<file path="config.mk">
export PLATFORM = sky130hd
export DESIGN_NAME = serial_nvm_port
export DESIGN_NICKNAME = d
export VERILOG_FILES = /design/src/rtl/nvm_pkg.sv /design/src/rtl/nvm_tick.sv /design/src/rtl/nvm_bitphy.sv /design/src/rtl/nvm_xfer.sv /design/src/rtl/serial_nvm_port.sv
export SDC_FILE = /design/constraint.sdc
export NUM_CORES = 1
export LEC_CHECK = 0
export BUFFER_PORTS_ARGS = -buffer_cell sky130_fd_sc_hd__buf_2
export CORE_MARGIN = 3
export CORE_UTILIZATION = 51
export DETAILED_ROUTE_END_ITERATION = 8
export HOLD_SLACK_MARGIN = 0.1
export PLACE_DENSITY = 0.76
export SLEW_MARGIN = 20
export SYNTH_ARGS = -nofsm -noshare
export SYNTH_HDL_FRONTEND = slang
export SYNTH_HIERARCHICAL = 1
export SYNTH_SLANG_ARGS = --single-unit
</file>
<file path="constraint.sdc">
create_clock -name clk -period 2.2 [get_ports clk]
set_input_delay 0.22 -clock clk [delete_from_list [all_inputs] [get_ports clk]]
set_output_delay 0.22 -clock clk [all_outputs]
set_load 0.01 [all_outputs]
</file>
<file path="src/rtl/nvm_pkg.sv">
package nvm_pkg;

   typedef enum logic [1:0] {SYM_START, SYM_STOP, SYM_BIT} sym_t;

   typedef enum logic [1:0] {K_START, K_WBYTE, K_RBYTE, K_STOP} kind_t;

   typedef enum logic [1:0] {OP_SIG0, OP_SIG1, OP_HOST} op_t;

   typedef enum logic [1:0] {ST_IDLE, ST_LAUNCH, ST_WAIT} st_t;

   localparam int CTL_ERR    = 28;
   localparam int CTL_IDONE  = 27;
   localparam int CTL_IVALID = 26;
   localparam int CTL_GO     = 25;
   localparam int CTL_RD     = 24;

endpackage

</file>
<file path="src/rtl/nvm_tick.sv">
module nvm_tick #(
   parameter int QDIV = 8
) (
   input  logic clk,
   input  logic rst_n,
   output logic tick
);
   generate
      if (QDIV == 1) begin : g_pass
         logic unused_in;
         assign unused_in = clk ^ rst_n;
         assign tick = 1'b1;
      end else begin : g_cnt
         localparam int CW = $clog2(QDIV);
         localparam logic [CW-1:0] LAST = CW'(QDIV - 1);
         logic [CW-1:0] cnt;
         always_ff @(posedge clk or negedge rst_n) begin
            if (!rst_n)           cnt <= '0;
            else if (cnt == LAST) cnt <= '0;
            else                  cnt <= cnt + 1'b1;
         end
         assign tick = (cnt == LAST);
      end
   endgenerate
endmodule

</file>
<file path="src/rtl/nvm_bitphy.sv">
module nvm_bitphy
   import nvm_pkg::*;
(
   input  logic clk,
   input  logic rst_n,
   input  logic tick,
   input  logic go,
   input  sym_t sym,
   input  logic tx,
   input  logic sda_in,
   output logic done,
   output logic rx,
   output logic scl_low,
   output logic sda_low
);
   logic       busy;
   logic [1:0] q;
   sym_t       sym_q;
   logic       tx_q;
   logic       nx_scl, nx_sda;

   // each symbol is four quarter periods; SCL high in quarters 1 and 2
   always_comb begin
      case (sym_q)
         SYM_START: begin nx_scl = (q == 2'd0) || (q == 2'd3); nx_sda = q[1];  end
         SYM_STOP:  begin nx_scl = (q == 2'd0);                nx_sda = !q[1]; end
         default:   begin nx_scl = (q == 2'd0) || (q == 2'd3); nx_sda = !tx_q; end
      endcase
   end

   always_ff @(posedge clk or negedge rst_n) begin
      if (!rst_n) begin
         busy    <= 1'b0;
         q       <= 2'd0;
         sym_q   <= SYM_STOP;
         tx_q    <= 1'b1;
         done    <= 1'b0;
         rx      <= 1'b1;
         scl_low <= 1'b0;
         sda_low <= 1'b0;
      end else begin
         done <= 1'b0;
         if (!busy) begin
            if (go) begin
               busy  <= 1'b1;
               q     <= 2'd0;
               sym_q <= sym;
               tx_q  <= tx;
            end
         end else if (tick) begin
            scl_low <= nx_scl;
            sda_low <= nx_sda;
            if (sym_q == SYM_BIT && q == 2'd2) rx <= sda_in;
            q <= q + 2'd1;
            if (q == 2'd3) begin
               busy <= 1'b0;
               done <= 1'b1;
            end
         end
      end
   end
endmodule

</file>
<file path="src/rtl/nvm_xfer.sv">
module nvm_xfer
   import nvm_pkg::*;
#(
   parameter logic [6:0] DEV = 7'h50
) (
   input  logic       clk,
   input  logic       rst_n,
   input  logic       go,
   input  logic       rd,
   input  logic [7:0] addr,
   input  logic [7:0] wdata,
   input  logic       phy_done,
   input  logic       phy_rx,
   output logic       phy_go,
   output sym_t       phy_sym,
   output logic       phy_tx,
   output logic       done,
   output logic       nak,
   output logic [7:0] rdata
);
   logic       active, inflight, rd_q, nak_q;
   logic [2:0] step, last_step;
   logic [3:0] bitn;
   logic [7:0] addr_q, wdata_q, shreg, wval;
   kind_t      kind;

   always_comb begin
      last_step = rd_q ? 3'd6 : 3'd4;
      case (step)
         3'd0:       kind = K_START;
         3'd1, 3'd2: kind = K_WBYTE;
         3'd3:       kind = rd_q ? K_START : K_WBYTE;
         3'd4:       kind = rd_q ? K_WBYTE : K_STOP;
         3'd5:       kind = K_RBYTE;
         default:    kind = K_STOP;
      endcase
      case (step)
         3'd1:    wval = {DEV, 1'b0};
         3'd2:    wval = addr_q;
         3'd3:    wval = wdata_q;
         default: wval = {DEV, 1'b1};
      endcase
      phy_go = active && !inflight;
      case (kind)
         K_START: phy_sym = SYM_START;
         K_STOP:  phy_sym = SYM_STOP;
         default: phy_sym = SYM_BIT;
      endcase
      phy_tx = (kind == K_WBYTE && !bitn[3]) ? wval[~bitn[2:0]] : 1'b1;
   end

   always_ff @(posedge clk or negedge rst_n) begin
      if (!rst_n) begin
         active <= 1'b0; inflight <= 1'b0; rd_q <= 1'b0; nak_q <= 1'b0;
         step <= 3'd0; bitn <= 4'd0; addr_q <= '0; wdata_q <= '0;
         shreg <= '0; done <= 1'b0;
      end else begin
         done <= 1'b0;
         if (!active) begin
            if (go) begin
               active <= 1'b1; inflight <= 1'b0; step <= 3'd0; bitn <= 4'd0;
               nak_q <= 1'b0; rd_q <= rd; addr_q <= addr; wdata_q <= wdata;
            end
         end else if (phy_go) begin
            inflight <= 1'b1;
         end else if (phy_done) begin
            inflight <= 1'b0;
            case (kind)
               K_START: step <= step + 3'd1;
               K_STOP: begin
                  active <= 1'b0;
                  done   <= 1'b1;
               end
               K_WBYTE: begin
                  if (bitn[3]) begin
                     bitn <= 4'd0;
                     if (phy_rx) begin
                        nak_q <= 1'b1;
                        step  <= last_step;
                     end else begin
                        step <= step + 3'd1;
                     end
                  end else begin
                     bitn <= bitn + 4'd1;
                  end
               end
               default: begin
                  if (!bitn[3]) shreg <= {shreg[6:0], phy_rx};
                  if (bitn[3]) begin
                     bitn <= 4'd0;
                     step <= step + 3'd1;
                  end else begin
                     bitn <= bitn + 4'd1;
                  end
               end
            endcase
         end
      end
   end

   assign nak   = nak_q;
   assign rdata = shreg;
endmodule

</file>
<file path="src/rtl/serial_nvm_port.sv">
module serial_nvm_port
   import nvm_pkg::*;
#(
   parameter int         QDIV     = 16,
   parameter logic [6:0] DEV_ADDR = 7'h50,
   parameter logic [7:0] SIG0     = 8'hA5,
   parameter logic [7:0] SIG1     = 8'h3C,
   parameter int         MAX_TRY  = 3
) (
   input  logic        clk,
   input  logic        rst_n,
   input  logic        reg_we,
   input  logic        reg_sel,
   input  logic [31:0] reg_wdata,
   output logic [31:0] reg_rdata,
   input  logic        sda_in,
   output logic        scl_drive_low,
   output logic        sda_drive_low
);
   localparam int TW = $clog2(MAX_TRY + 1);
   localparam logic [TW-1:0] TRY_LAST = TW'(MAX_TRY - 1);

   initial begin : p_param_chk
      if (QDIV < 1)                    $fatal(1, "QDIV must be at least 1");
      if (MAX_TRY < 1 || MAX_TRY > 15) $fatal(1, "MAX_TRY out of range");
   end

   st_t           st;
   op_t           op;
   logic [TW-1:0] tries;
   logic          err_q, idone_q, ivalid_q, start_q, rd_q, sig0_ok;
   logic [7:0]    addr_q, data_q;
   logic          busy, ctl_wr, dat_wr, fail;
   logic          x_go, x_rd, x_done, x_nak;
   logic [7:0]    x_addr, x_rdata;
   logic          tick, p_go, p_tx, p_done, p_rx;
   sym_t          p_sym;
   logic          unused_wr;

   assign unused_wr = ^{reg_wdata[31:29], reg_wdata[27:26], reg_wdata[23:8]};
   assign busy   = (st != ST_IDLE);
   assign ctl_wr = reg_we && !reg_sel;
   assign dat_wr = reg_we && reg_sel;
   assign x_go   = (st == ST_LAUNCH);
   assign x_rd   = (op != OP_HOST) || rd_q;
   assign x_addr = (op == OP_SIG0) ? 8'h00 : (op == OP_SIG1) ? 8'h01 : addr_q;
   assign fail   = (st == ST_WAIT) && x_done && x_nak && (tries == TRY_LAST);

   assign reg_rdata = reg_sel ? {24'h0, data_q}
                              : {3'b000, err_q, idone_q, ivalid_q, start_q, rd_q, 16'h0, addr_q};

   always_ff @(posedge clk or negedge rst_n) begin
      if (!rst_n) begin
         st <= ST_LAUNCH; op <= OP_SIG0; tries <= '0;
         err_q <= 1'b0; idone_q <= 1'b0; ivalid_q <= 1'b0; start_q <= 1'b0;
         rd_q <= 1'b0; sig0_ok <= 1'b0; addr_q <= '0; data_q <= '0;
      end else begin
         if (ctl_wr && reg_wdata[CTL_ERR]) err_q <= 1'b0;
         if (fail)                         err_q <= 1'b1;
         case (st)
            ST_IDLE: begin
               if (ctl_wr) begin
                  rd_q   <= reg_wdata[CTL_RD];
                  addr_q <= reg_wdata[7:0];
                  if (reg_wdata[CTL_GO]) begin
                     start_q <= 1'b1;
                     op      <= OP_HOST;
                     tries   <= '0;
                     st      <= ST_LAUNCH;
                  end
               end
               if (dat_wr) data_q <= reg_wdata[7:0];
            end
            ST_LAUNCH: st <= ST_WAIT;
            default: begin
               if (x_done) begin
                  if (x_nak) begin
                     if (fail) begin
                        st      <= ST_IDLE;
                        start_q <= 1'b0;
                        if (op != OP_HOST) begin
                           idone_q  <= 1'b1;
                           ivalid_q <= 1'b0;
                        end
                     end else begin
                        tries <= tries + 1'b1;
                        st    <= ST_LAUNCH;
                     end
                  end else begin
                     tries <= '0;
                     case (op)
                        OP_SIG0: begin
                           sig0_ok <= (x_rdata == SIG0);
                           op      <= OP_SIG1;
                           st      <= ST_LAUNCH;
                        end
                        OP_SIG1: begin
                           idone_q  <= 1'b1;
                           ivalid_q <= sig0_ok && (x_rdata == SIG1);
                           st       <= ST_IDLE;
                        end
                        default: begin
                           start_q <= 1'b0;
                           if (rd_q) data_q <= x_rdata;
                           st <= ST_IDLE;
                        end
                     endcase
                  end
               end
            end
         endcase
      end
   end

   nvm_tick #(.QDIV(QDIV)) u_tick (.clk(clk), .rst_n(rst_n), .tick(tick));

   nvm_xfer #(.DEV(DEV_ADDR)) u_xfer (
      .clk(clk), .rst_n(rst_n), .go(x_go), .rd(x_rd), .addr(x_addr),
      .wdata(data_q), .phy_done(p_done), .phy_rx(p_rx), .phy_go(p_go),
      .phy_sym(p_sym), .phy_tx(p_tx), .done(x_done), .nak(x_nak), .rdata(x_rdata)
   );

   nvm_bitphy u_phy (
      .clk(clk), .rst_n(rst_n), .tick(tick), .go(p_go), .sym(p_sym), .tx(p_tx),
      .sda_in(sda_in), .done(p_done), .rx(p_rx),
      .scl_low(scl_drive_low), .sda_low(sda_drive_low)
   );
endmodule

</file>
## After elaboration in Yosys (flattened, before gate mapping)

Index checks and enable logic that the tools add are counted.

- Register bits after elaboration: 78
- Latch bits: 0
- Bits in writable memories: 0
- ROM bits: 0
- Input bits: 37
- Output and inout bits: 34
- Memories: 0

- Add/sub/neg operators: 5
- $mul: 0
- Divide/modulo/power cells: 0
- Magnitude comparators: 1
- Equality and inequality tests: 40
- Shifts and indexed selects: 0
- Muxes and demuxes: 100
- Bitwise logic cells: 9
- Reductions and logical operators: 54

Operators by type and width:

| operator | number |
|---|---|
| $mux W8 | 7 |
| $mux W1 | 48 |
| $mux W2 | 19 |
| $reduce_and A6 Y1 | 5 |
| $mux W29 | 1 |
| $mux W4 | 7 |
| $ne A2 B2 Y1 const B | 13 |
| $pmux W8 S3 | 1 |
| $mux W3 | 7 |
| $pmux W2 S2 | 4 |
| $pmux W8 S2 | 1 |
| $reduce_and A5 Y1 | 3 |
| $reduce_bool A2 Y1 | 7 |
| $eq A2 B2 Y1 const B | 6 |
| $ne A3 B3 Y1 const B | 4 |
| $reduce_and A2 Y1 | 6 |
| $logic_and A1 B1 Y1 | 10 |
| $logic_not A2 Y1 | 5 |
| $pmux W2 S5 | 1 |
| $pmux W3 S3 | 1 |
| $add A4 B1 Y4 const B | 2 |
| $eq A2 B1 Y1 const B | 4 |
| $eq A8 B6 Y1 const B | 1 |
| $eq A8 B8 Y1 const B | 1 |
| other kinds (22) | 45 |

## Depth between registers and ports, before layout

- Depth in word-level cells: 9
- Mapped depth: 10

## Modules after synthesis

Netlist, hierarchy kept.

By module, submodules not included:

| module | times used | cells an instance | area an instance (um^2) | sequential area each (um^2) |
|---|---|---|---|---|
| nvm_xfer | 1 | 163 | 1,866.8 | 900.9 |
| serial_nvm_port | 1 | 147 | 1,716.6 | 701.9 |
| nvm_bitphy | 1 | 42 | 473.0 | 254.0 |
| nvm_tick | 1 | 13 | 168.9 | 100.1 |

## Worst setup path after synthesis

OpenSTA, ideal clock, no wires.

- Path type: reg-to-reg
- Start point: register u_xfer.step[1]
- End point: register u_xfer.step[0]
- Arrival time: 2.263 ns
- Data required time: 2.075 ns
- Path slack: -0.188 ns
- Cell stages (with the launch flop): 10
- Period minus slack after synthesis: 2.388 ns
- Path through: dfrtp_1 inv_1 ha_1 and2b_1 o31ai_4 inv_1 ha_1 nor3_1 o22ai_2 mux2_2

- Cells in the longest elaborated chain, start to end: 8

Ends and longest elaborated chain:

| what | line | source |
|---|---|---|
| from (decl) | nvm_xfer.sv:22 | `logic [2:0] step, last_step;` |
| from (signal assigned) | nvm_xfer.sv:69 | `K_START: step <= step + 3'd1;` |
| from (signal assigned) | nvm_xfer.sv:79 | `step <= last_step;` |
| from (signal assigned) | nvm_xfer.sv:81 | `step <= step + 3'd1;` |
| $eq A3 B1 Y1 / $eq A3 B2 Y1 (equally long branches) | nvm_xfer.sv:29 | `case (step)` |
| $reduce_or A2 Y1 | nvm_xfer.sv:29 |  |
| $pmux W2 S5 (*) | nvm_xfer.sv:29 |  |
| $eq A2 B1 Y1, or another cell as far along | nvm_xfer.sv:68 | `case (kind)` |
| $pmux W3 S3 | nvm_xfer.sv:68 |  |
| $mux W3 | nvm_xfer.sv:66 | `end else if (phy_done) begin` |
| $mux W3 | nvm_xfer.sv:64 | `end else if (phy_go) begin` |
| $mux W3 | nvm_xfer.sv:59 | `if (!active) begin` |

Mark *: on every way between the ends. The rest lies on a longest branch, timed or not. The select of a mux whose other input is x is not followed.
A chain may end at the register's enable or synchronous reset.

## Worst setup path after layout

- Start point: register u_xfer.step[0]
- End point: register u_xfer.shreg[3], in the netlist u_xfer/rdata[3]

- Cells in the longest elaborated chain, start to end: 7

Ends and longest elaborated chain:

| what | line | source |
|---|---|---|
| $eq A3 B1 Y1 / $eq A3 B2 Y1 (equally long branches) | nvm_xfer.sv:29 |  |
| $reduce_or A2 Y1 | nvm_xfer.sv:29 |  |
| $pmux W2 S5 (*) | nvm_xfer.sv:29 |  |
| $eq A2 B2 Y1, or another cell as far along | nvm_xfer.sv:68 |  |
| $reduce_or A3 Y1 (no line) (*) | -- |  |
| $not A1 Y1 (no line) (*) | -- |  |
| $reduce_and A5 Y1 (no line) (*) | -- |  |
| to (signal assigned) | nvm_xfer.sv:88 | `if (!bitn[3]) shreg <= {shreg[6:0], phy_rx};` |
| to (decl) | nvm_xfer.sv:24 | `logic [7:0] addr_q, wdata_q, shreg, wval;` |

Mark *: on every way between the ends. The rest lies on a longest branch, timed or not.

==> parameters.txt <==
Parameter                              Value

Status
  Outcome ... finished, final reports clean

STA
  Final Critical Period ... 2167 ps
  Slew Viols, Final ... 0
  Worst-case hold slack ... 166.4 ps
  Number of failing hold endpoints at the final stage ... 0
  F_max ... 461.5 MHz
  Setup violation total in the final timing report ... 0
  Worst Max-Slew Pin Slew ... 568.8 ps
  Fin worst setup slack ... 33.22 ps
  Worst slew slack as a fraction of its limit ... 61.56%
  Setup repair after global routing missed its margin ... yes
  Worst clock skew ... 11.50 ps
  Period utilisation layout ... 98.49%

Power and ir drop
  Cell internal power dissipation ... 2.275 mW
  Switching part of the total power ... 20.89%
  Clock network fraction of total power ... 45.6%
  Combinational share of power ... 4.0%
  Sequential group share of total power ... 50.4%
  Leakage power figure ... 2.347 nW
  Switching power summed over all nets ... 0.6008 mW
  Total Power ... 2.876 mW
  Power density over the cells ... 580.7 nW/um2
  Peak supply drop ... 483.5 uV

Clock tree
  Cell chosen for the clock root ... sky130_fd_sc_hd__clkbuf_8
  CTS tree ... done
  Max H-tree Level ... 3
  Clk pin slew, worst setup/hold paths ... 80 ps
  Clk_lat worst skew ... 350 ps
  Clk buf depth ... 2
  Num CTS Buffers ... 9
  Total clock sinks ... 78

Die
  Area of the core region ... 7888 um2
  Ports placed on the boundary ... 71
  Floorplan die width ... 97.02 um
  Num rows ... 32
  Die Outline Area ... 9413 um2
  Die Y ... 97.02 um
  Initial core utilization ... 53.57%

Placement
  Place WS ... -64.00 ps
  HPWL after detailed placement ... 6099 um
  Placed cell areas ... 4527 um2
  Placer congestion estimate ... 0.8638
  Port buffer count ... 30

Layout
  Post-route core utilization ... 62.79%
  Fraction of final layout cells sized beyond drive strength 1 ... 34.11%
  Area growth from synthesis to layout ... 17.20%
  Antenna fix cells ... 0
  Number of nets at the end of the flow ... 473
  Design area ... 4952 um2

Synthesis
  Mean cell area of the mapped netlist ... 11.58 um2
  FF+latch count, synth ... 78
  Unique masters post-synth ... 67
  Sequential cell area fraction in the yosys report ... 46.31%
  Synth warn ... 6
  Post-synth EDFFs ... 0
  Share of synthesized registers carrying an async set or reset ... 100.0%
  Post-synth top flop ... sky130_fd_sc_hd__dfrtp_1
  Number of cells produced by synthesis ... 365
  Combined area of all synthesized cells ... 4225 um2

Global route
  Global-route wire length before repair ... 14430 um
  Number of antenna violations at the first check in global routing ... 0
  Largest net degree at the start of global routing ... 46
  Overall fraction of global-route tracks in use ... 18.72%
  Number of global-route vias before repair ... 2931
  Total congestion overflow after global routing ... 0

Route
  Routed via count divided by cell count ... 5.492
  Number of nets still failing antenna checks after routing ... 0
  Routed vias ... 2911
  Total Wirelength ... 8509 um
  Remaining DRCs ... 0
  DRC marker count from the first detailed-route iteration ... 101
  Iteration count of the initial detailed-routing pass ... 4
  Average routed wire per standard cell ... 16.05 um

Worst setup path
  Data required time of the worst path ... 2440 ps
  Worst Setup Start Kind ... flop
  Type of the worst setup path ... flop to flop
  Max FO, Critical Path ... 8
  Logic depth of the worst register-to-register path ... 8
  Arrival time of data at the critical path endpoint ... 2410 ps
  Crit path capture type ... flop

Job
  Maximum capacitance violations ... 0

Min path
  Worst hold path class ... input pin to flop
  Cells on Worst Hold Path ... 3
-- cell usage after synthesis (all sizes together) (4+ instances only) --
library cell / instances / share of area [%]
nand2: 25 / 2.3
mux2: 66 / 18
inv: 16 / 1.4
a21oi: 9 / 1.1
and2: 9 / 1.3
buf: 25 / 4.4
nor2b: 7 / 1.0
clkbuf: 6 / 0.53
nand4: 4 / 0.59
nand3: 5 / 0.59
dfstp: 4 / 2.5
nor3: 4 / 0.59
o21ai: 16 / 1.9
o31ai: 5 / 1.2
o22ai: 4 / 0.74
nor2: 21 / 2.0
nand3b: 4 / 0.71
dfrtp: 74 / 44
ha: 13 / 3.8
-- path summary, 6_finish.rpt --
check | to | slack (ps) | start
setup / recovery | u_xfer/rdata[3] | 30 | u_xfer/step[0]
hold / removal | st[0] | 170 | reg_wdata[25]
setup reg to reg | u_xfer/rdata[3] | 30 | u_xfer/step[0]
hold reg to reg | idone_q | 460 | idone_q
max in group asynchronous | u_phy/rx | 1100 | rst_n
min in group asynchronous | addr_q[6] | 400 | rst_n
-- power groups by stage --
stage,Combinational (mW),Sequential (mW),Clock [mW]
after detailed placement,0.102,1.48,0
after global placement,0.0988,1.48,0
after global routing,0.129,1.45,1.40
after floorplan,0.0663,1.47,0
final,0.115,1.45,1.31
after CTS,0.117,1.45,1.34
-- per-stage QoR --
stage / instances / setup TNS, ps
floorplan: 383 / 0
global placement: 501 / -50.38
detailed placement: 501 / -135.1
CTS: 528 / 0
global route: 530 / -56.72
finish: 530 / 0
-- logic make-up (layout without fill, tap and decap cells) --
family | count (synthesis) | in the layout | share of synthesized area, %
buffers and inverters | 47 | 92 | 6.396
and+or+nand+nor | 98 | 98 | 13.59
muxes | 69 | 69 | 19.01
adders and majority gates | 13 | 13 | 3.850
AOI/OAI and AO/OA | 56 | 56 | 10.13
xor gates and xnor gates | 3 | 3 | 0.6220
other | 1 | 19 | 0.08875
DFF | 78 | 78 | 46.31
-- layout by cell type (no fill, tap or decap), drive strengths merged, types with 7 or more instances in the layout --
cell type    instances
and2                 9
nor2                21
mux2                66
dlygate4sd3         11
o21ai               16
nand2               25
dfrtp               74
nor2b                7
a21oi                9
buf                 49
inv                 16
ha                  13
conb                19
clkbuf              11
-- what timing repair did --
item,4_1_cts,5_1_grt
hold buffers,11,0
pin swaps,0,4
endpoints found under the hold margin,52,0
gates cloned,0,0
buffers inserted,0,2
resized for setup,5,6
setup endpoints to repair,5,8
-- critical path, stage by stage (launching register included) --
cell                        delay, ps
sky130_fd_sc_hd__dfrtp_2          420
sky130_fd_sc_hd__buf_4            150
sky130_fd_sc_hd__ha_4             180
sky130_fd_sc_hd__nor3_2           280
sky130_fd_sc_hd__o2bb2ai_4        100
sky130_fd_sc_hd__buf_4            160
sky130_fd_sc_hd__nor4b_4          190
sky130_fd_sc_hd__buf_4            220
sky130_fd_sc_hd__mux2_2           350
-- layout make-up --
cell class / count / area [um2]
Clock buffer: 11 / 141.4
Fill cell: 614 / 2935
Clock inverter: 5 / 106.4
Timing Repair Buffer: 60 / 417.9
Tap cell: 102 / 127.6
Sequential cell: 78 / 1959
Inverter: 16 / 60.06
Multi-Input combinational cell: 258 / 2140
-- flip-flops by register name, indices dropped and copies added, names as in the netlist, 3 cells and up --
| register | cells |
|---|---|
| addr_q | 8 |
| u_xfer/step | 3 |
| u_xfer/bitn | 4 |
| u_xfer/wdata_q | 8 |
| u_tick/g_cnt.cnt | 4 |
| u_xfer/rdata | 8 |
| data_q | 8 |
| u_xfer/addr_q | 8 |
-- layer usage --
metal / share of wire [%] / GRT usage (%) / vias to the layer above
li1: - / - / 1376
met1: 47 / 25.50 / 1439
met2: 47 / 29.94 / 83
met3: 4.1 / 3.533 / 13
met4: 1.5 / 6.695 / 0
met5: 0 / 0 / -
(Power assumes the default switching activity.)
